--- src/rtl/slot_rom_window_dec.sv ---
module slot_rom_window_dec #(
  parameter int SYS_ROM_KB = 16,
  parameter int BANK_W = 2,
  parameter logic [7:0] FLOAT_BYTE = 8'hF4
) (
  input  logic              clk,
  input  logic              rst_n,
  input  logic [15:0]       addr,
  input  logic              rd,
  input  logic              wr,
  input  logic              int_rom_en,
  input  logic              slot3_en,
  input  logic [BANK_W-1:0] bank_sel,
  input  logic [7:0]        page_present,
  input  logic [7:0]        exp_present,
  input  logic [7:0]        card_page_data,
  input  logic [7:0]        card_exp_data,
  input  logic [7:0]        sys_rom_data,
  output logic [2:0]        src,
  output logic [2:0]        slot_idx,
  output logic [15:0]       rom_offset,
  output logic [7:0]        rd_data
);
  localparam logic [2:0] SRC_NONE = 3'd0;
  localparam logic [2:0] SRC_PAGE = 3'd1;
  localparam logic [2:0] SRC_EXP  = 3'd2;
  localparam logic [2:0] SRC_SYS  = 3'd3;
  localparam int ROM_BYTES = SYS_ROM_KB * 1024;
  localparam int ROM_BASE  = 32'h10000 - ROM_BYTES;
  localparam bit C_ROM     = ROM_BASE <= 32'hC000;

  logic [2:0] owner_q;
  wire        acc       = rd | wr;
  wire        in_c      = addr[15:12] == 4'hC;
  wire        in_slot   = in_c && addr[11:8] != 4'h0 && !addr[11];
  wire        in_win    = in_c && addr[11];
  wire        in_hi     = addr[15:12] >= 4'hD;
  wire        release_a = addr == 16'hCFFF;
  wire [2:0]  pslot     = addr[10:8];
  wire [31:0] sys_off32 = 32'(bank_sel) * ROM_BYTES + 32'(addr) - ROM_BASE;

  always_ff @(posedge clk) begin
    if (!rst_n)
      owner_q <= 3'd0;
    else if (acc && !int_rom_en) begin
      if (in_slot)
        owner_q <= pslot;
      else if (release_a)
        owner_q <= 3'd0;
    end
  end

  always_comb begin
    src = SRC_NONE;
    slot_idx = 3'd0;
    rom_offset = 16'd0;
    if (in_hi || ((in_slot || in_win) && C_ROM &&
        (int_rom_en || (!slot3_en && ((in_slot && pslot == 3'd3) ||
                                      (in_win && owner_q == 3'd3)))))) begin
      src = SRC_SYS;
      rom_offset = sys_off32[15:0];
    end else if (in_slot && !int_rom_en && !(pslot == 3'd3 && !slot3_en)) begin
      if (page_present[pslot]) begin
        src = SRC_PAGE;
        slot_idx = pslot;
        rom_offset = {8'd0, addr[7:0]};
      end
    end else if (in_win && !int_rom_en && !(owner_q == 3'd3 && !slot3_en)) begin
      if (owner_q != 3'd0 && exp_present[owner_q]) begin
        src = SRC_EXP;
        slot_idx = owner_q;
        rom_offset = {5'd0, addr[10:0]};
      end
    end
  end

  always_comb begin
    rd_data = FLOAT_BYTE;
    if (rd) begin
      case (src)
        SRC_PAGE: rd_data = card_page_data;
        SRC_EXP:  rd_data = card_exp_data;
        SRC_SYS:  rd_data = sys_rom_data;
        default:  rd_data = FLOAT_BYTE;
      endcase
    end
  end

  assert_owner_take_R2: assert property (@(posedge clk) disable iff (!rst_n)
    (acc && !int_rom_en && in_slot) |=> owner_q == $past(addr[10:8]));
  assert_owner_release_R4: assert property (@(posedge clk) disable iff (!rst_n)
    (acc && !int_rom_en && release_a) |=> owner_q == 3'd0);
  assert_owner_hold_R5: assert property (@(posedge clk) disable iff (!rst_n)
    (!acc || int_rom_en) |=> $stable(owner_q));
  assert_override_R5: assert property (@(posedge clk) disable iff (!rst_n)
    (int_rom_en && (in_slot || in_win)) |-> src == (C_ROM ? SRC_SYS : SRC_NONE));
  assert_float_R8: assert property (@(posedge clk) disable iff (!rst_n)
    (rd && src == SRC_NONE) |-> rd_data == FLOAT_BYTE);
  assert_idle_R9: assert property (@(posedge clk) disable iff (!rst_n)
    !rd |-> rd_data == FLOAT_BYTE);
  assert_exp_owner_R3: assert property (@(posedge clk) disable iff (!rst_n)
    (src == SRC_EXP) |-> (slot_idx != 3'd0 && in_win));
endmodule

--- config.mk ---
export PLATFORM = sky130hd
export DESIGN_NAME = slot_rom_window_dec
export DESIGN_NICKNAME = d
export VERILOG_FILES = /design/src/rtl/slot_rom_window_dec.sv
export SDC_FILE = /design/constraint.sdc
export NUM_CORES = 1
export LEC_CHECK = 0
export CAP_MARGIN = 20
export CORE_MARGIN = 10
export CORE_UTILIZATION = 30
export CTS_CLUSTER_SIZE = 12
export DETAILED_ROUTE_END_ITERATION = 16
export PLACE_DENSITY = 0.85
export SYNTH_ARGS = -nofsm -noshare
export SYNTH_HDL_FRONTEND = slang
export SYNTH_SLANG_ARGS = --single-unit
--- constraint.sdc ---
create_clock -name clk -period 6.8 [get_ports clk]
set_clock_uncertainty 0.15 [all_clocks]
set_input_delay 1.02 -clock clk [delete_from_list [all_inputs] [get_ports clk]]
set_output_delay 1.02 -clock clk [all_outputs]
set_load 0.05 [all_outputs]
---- Word level (Yosys, flattened, before mapping) ----
Cells that the tools add are included.
word-level totals
  bits in registers ....................... 3
  input bits .............................. 64
  output and inout bits ................... 30
  word-level logic and storage cells ...... 65
operators by class
  add/subtract/negate cells ............... 2
  order comparisons ....................... 3
  equal/unequal tests ..................... 7
  mux-type cells .......................... 23
  bitwise operators ....................... 1
  reductions and logical operators ........ 28
operator list
  kind                                                                          count
  16-bit two-way mux                                                            2
  3-bit two-way mux                                                             9
  8-bit one-hot mux with 3 select lines                                         1
  11-bit two-way mux                                                            2
  16-bit adder                                                                  1
  16-bit equality test, second input constant                                   1
  8-bit two-way mux                                                             2
  16-bit subtractor, second input constant                                      1
  1-bit logical AND                                                             15
  3-bit by 2-bit equality test with 1-bit output, second input constant         4
  3-bit by 4-bit less-than comparator with 1-bit output, second input constant  2
  1-bit binary-select mux with 3-bit select                                     2
  1-bit zero test                                                               5
  4-bit equality test, second input constant                                    1
  4-bit >= comparator, second input constant                                    1
  1-bit logical OR                                                              4
  2-bit two-way mux                                                             2
  4-bit nonzero test                                                            1
  3-bit by 1-bit equality test with 1-bit output, second input constant         1
  1-bit two-way mux                                                             3
  3-bit nonzero test                                                            1
  2-bit AND reduction                                                           1
  2-bit nonzero test                                                            1
  1-bit bitwise OR                                                              1

---- Depth between registers and ports, before layout ----
  depth after elaboration ................. 13
  gate-level depth with buffers ........... 7
  depth with buffers taken out ............ 5

---- Worst setup path after synthesis ----
Ideal clock, no wire load.
  kind .................................... in2out
  from .................................... input addr[11]
  to ...................................... output rd_data[0]
  arrival time ............................ 3.060 ns
  required time ........................... 5.630 ns
  slack ................................... 2.570 ns
  stages .................................. 5
  cell sequence ........................... or4_4 -> o311ai_4 -> buf_6 -> a22oi_1 -> a21oi_1
between the ends
  word-level cells in the longest chain between the ends .. 13
ends and longest elaborated chain
  what                                                                                                              line  RTL
  start: declaration                                                                                                8     input logic [15:0] addr,
  4-bit nonzero test                                                                                                35    wire in_slot = in_c && addr[11:8] != 4'h0 && !addr[11];
  1-bit logical AND (2 in a row)                                                                                    35
  1-bit logical AND                                                                                                 58    (int_rom_en || (!slot3_en && ((in_slot && pslot == 3'd3) ||
  1-bit logical OR                                                                                                  58
  1-bit logical AND                                                                                                 58
  1-bit logical OR                                                                                                  58
  1-bit logical AND                                                                                                 57    if (in_hi || ((in_slot || in_win) && C_ROM &&
  1-bit logical OR                                                                                                  57
  3-bit two-way mux *                                                                                               57
  3-bit by 2-bit equality test with 1-bit output or 3-bit by 1-bit equality test with 1-bit output (tied branches)  80    case (src)
  8-bit one-hot mux with 3 select lines *                                                                           80
  8-bit two-way mux *                                                                                               79    if (rd) begin
  end: declaration                                                                                                  22    output logic [7:0] rd_data
Mark *: on every way between the ends. The rest lies on a longest branch, timed or not.

---- Final worst setup path ----
  from .................................... input addr[8]
  to ...................................... output rd_data[7]
The elaborated chain is that of the path after synthesis.

==> impl_results.md <==
- Status: finished clean
- # port buffers: 91
- Post-cts sizing count: 0
- Post-CTS Hold Buffers: 0
- Post-synthesis sequential area ratio: 0.0712
- WL/cell: 17.8 microns
- Largest reg by FF count: owner_q
- Final min period: 5.28 ns
- Final setup TNS: 0 ns
- Max stage delay on crit path: 0.81 ns
- Syn Nets: 172
- GRT overflow: 0
- Post-synthesis cell type count: 43
- Core footprint: 2730 sq um
- Hold Slack: 0.402 ns
- GPL Wtd Cong: 0.795
- P_leak: 0.619 nW
- Nets: 261
- Synthesized flop and latch total: 3
- Vias per cell: 5.40
- Highest metal used: met4
- Clock edge transition at the registers on the reported setup and hold paths: 0.04 ns
- Vias: 1,220
- Total GRT Usage: 0.143
- Max Buffers Root-to-Sink: 2
- Worst Tran Pin Value: 0.746 ns
- EDFF count, synth: 0
- Layout cells sized above 1: 0.0821
- Most numerous cell on the critical path: clkdlybuf4s50_1
- Drt total wl: 4.03 mm
- Synthesized area: 843 sq um
- N_diodes: 0
- Starting Density: 0.308
- Routed met3 length: 542 microns
- Die area: 5330 sq um
- TritonCTS clock tree: done
- Number of slew-limit violations in the final report: 0
- Crit path DAT: 4.11 ns
- WL met1: 1.59 mm
- Type of origin of the critical path: primary input
- Postcts setup bufs: 0
- Clk Latency, worst-skew pair: 0.24 ns
- Final setup viols: 0
- Vias in the first global route: 1,349
- CTS Root Cell: clkbuf_4
- Area grow syn2layout: 109%
- DRC: 0
- Top Ports: 94
- Peak VDD IR: 77.2 uV
- Clock Sinks: 3
- Iter 0 DRT Violations: 15
- First-pass GRT wire length: 6.38 mm
- Top-area cell type share of the netlist area: 0.0964
- Row cnt: 19
- Worst Setup End Kind: output pin
- Worst R2R Setup Slack: 5.86 ns
- Cts bufs inserted: 3
- Syn_area_per_cell: 7.88 sq um
- Pwr dens: 93.1 nW/um^2
- Worst relative slew slack: 0.502
- Final Util: 0.645
- Place WS: 1.50 ns
- Top flop regs: owner_q: 3 flops
- TritonRoute pass-1 iters: 4
- Crit-path cells: clkdlybuf4s50_1, mux4_2, o22ai_1, and4b_4, o31ai_4, a211o_1, clkdlybuf4s50_1
- Max FFs per register: 3
- CP top delay family: buffers and inverters
- Slowest-stage cell, CP: clkdlybuf4s50_1
- Htree depth: 1
- RSZ-0062 raised after global routing: no
- Crit path max fanout: 13
- Crit path required time: 5.63 ns
- Area leader, netlist: nor2b_1
- WS Path Type: primary input to output pin
- Max-cap check violation count: 0
- Post-synth ARST share: 0
- Worst setup margin: 1.52 ns
- Largest net degree at the start of global routing: 18
- Endpoints failing hold: 0
- Met2 WL: 1.85 mm
- Die Y: 73.0 microns
- Commonest non-fill, non-tap cell in the layout: clkdlybuf4s50_1
- Die W: 73.0 microns
- YS warnings: 0
- Max Freq: 0.189 GHz
- Post-DP HPWL: 3.45 mm
- Hold crit path type: flop to flop
- Antenna violations before repair: 0
- Synth area leaders: nor2b_1 9.6%, a22o_1 7.3%, dfxtp_1 7.1%
- Final period util: 0.776
- WP buf/inv: 2
- Syn Inst Count: 107
- Synth Flop Type: dfxtp_1
- Final antenna-violating net count: 0
- Most frequent cells in the layout: 91 x clkdlybuf4s50_1, 13 x nor2b_1, 7 x nor2_1, 7 x a22o_1
==> where the power goes <==
group          switching, mW  internal, mW
Combinational         0.0567        0.0573
Sequential        0.00000662        0.0177
Clock                 0.0103        0.0221
Total                 0.0670        0.0971
==> cells by family (layout without fill, tap and decap cells) <==
group,after synthesis,count (layout),share of synthesized area
compound gates,33,33,0.332
other cells,1,1,0.00445
flops,3,3,0.0712
buf+inv,10,98,0.0801
mux,5,5,0.0920
simple gates,52,52,0.384
fa+ha+maj,1,1,0.0148
xor+xnor,2,2,0.0208
==> worst paths after layout <==
path,cells after the start,endpoint,from
setup / recovery,7,rd_data[7],addr[8]
hold / removal,2,owner_q[2]$_SDFFE_PN0P_,owner_q[2]$_SDFFE_PN0P_
setup reg to reg,2,owner_q[0]$_SDFFE_PN0P_,owner_q[0]$_SDFFE_PN0P_
hold reg to reg,2,owner_q[2]$_SDFFE_PN0P_,owner_q[2]$_SDFFE_PN0P_
==> synthesized netlist by cell type (2+ instances only) <==
| cell type | n |
|---|---|
| nand4_1 | 5 |
| nand2b_1 | 2 |
| or2_2 | 3 |
| nand3_1 | 2 |
| dfxtp_1 | 3 |
| o2111ai_1 | 2 |
| nand2_1 | 5 |
| o21ai_0 | 3 |
| nor4bb_1 | 2 |
| buf_2 | 3 |
| a22oi_1 | 3 |
| mux2_2 | 2 |
| a21boi_0 | 3 |
| buf_6 | 3 |
| a211o_1 | 5 |
| mux4_2 | 2 |
| a22o_1 | 7 |
| nor2b_1 | 13 |
| a21oi_1 | 4 |
| nor2_1 | 7 |
| and2_1 | 4 |
| inv_1 | 3 |
==> layout make-up <==
type / count / area (sq um)
Clock buffer: 4 / 26.3
Fill cell: 242 / 971
Inverter: 3 / 11.3
Multi-Input combinational cell: 94 / 716
Sequential cell: 3 / 60.1
Tap cell: 31 / 38.8
Timing Repair Buffer: 91 / 911
==> through the flow <==
stage	area [sq um]	power, mW	std cells
after floorplan	843	0.0759	107
after global placement	1740	0.130	222
after detailed placement	1740	0.132	222
after CTS	1760	0.165	226
after global routing	1760	0.174	226
final	1760	0.164	226
==> metal layers <==
metal	vias to the layer above	global-route usage
li1	589	-
met1	554	0.157
met2	73	0.243
met3	4	0.0667
met4	0	0.0316
met5	-	0
==> tightest hold or removal path: cells and delay by family (launching register included) <==
family | cells | cell delay (ns)
DFF | 1 | 0.34
AOI/OAI and AO/OA | 2 | 0.16
No activity file was read; power rests on OpenSTA's default activity.
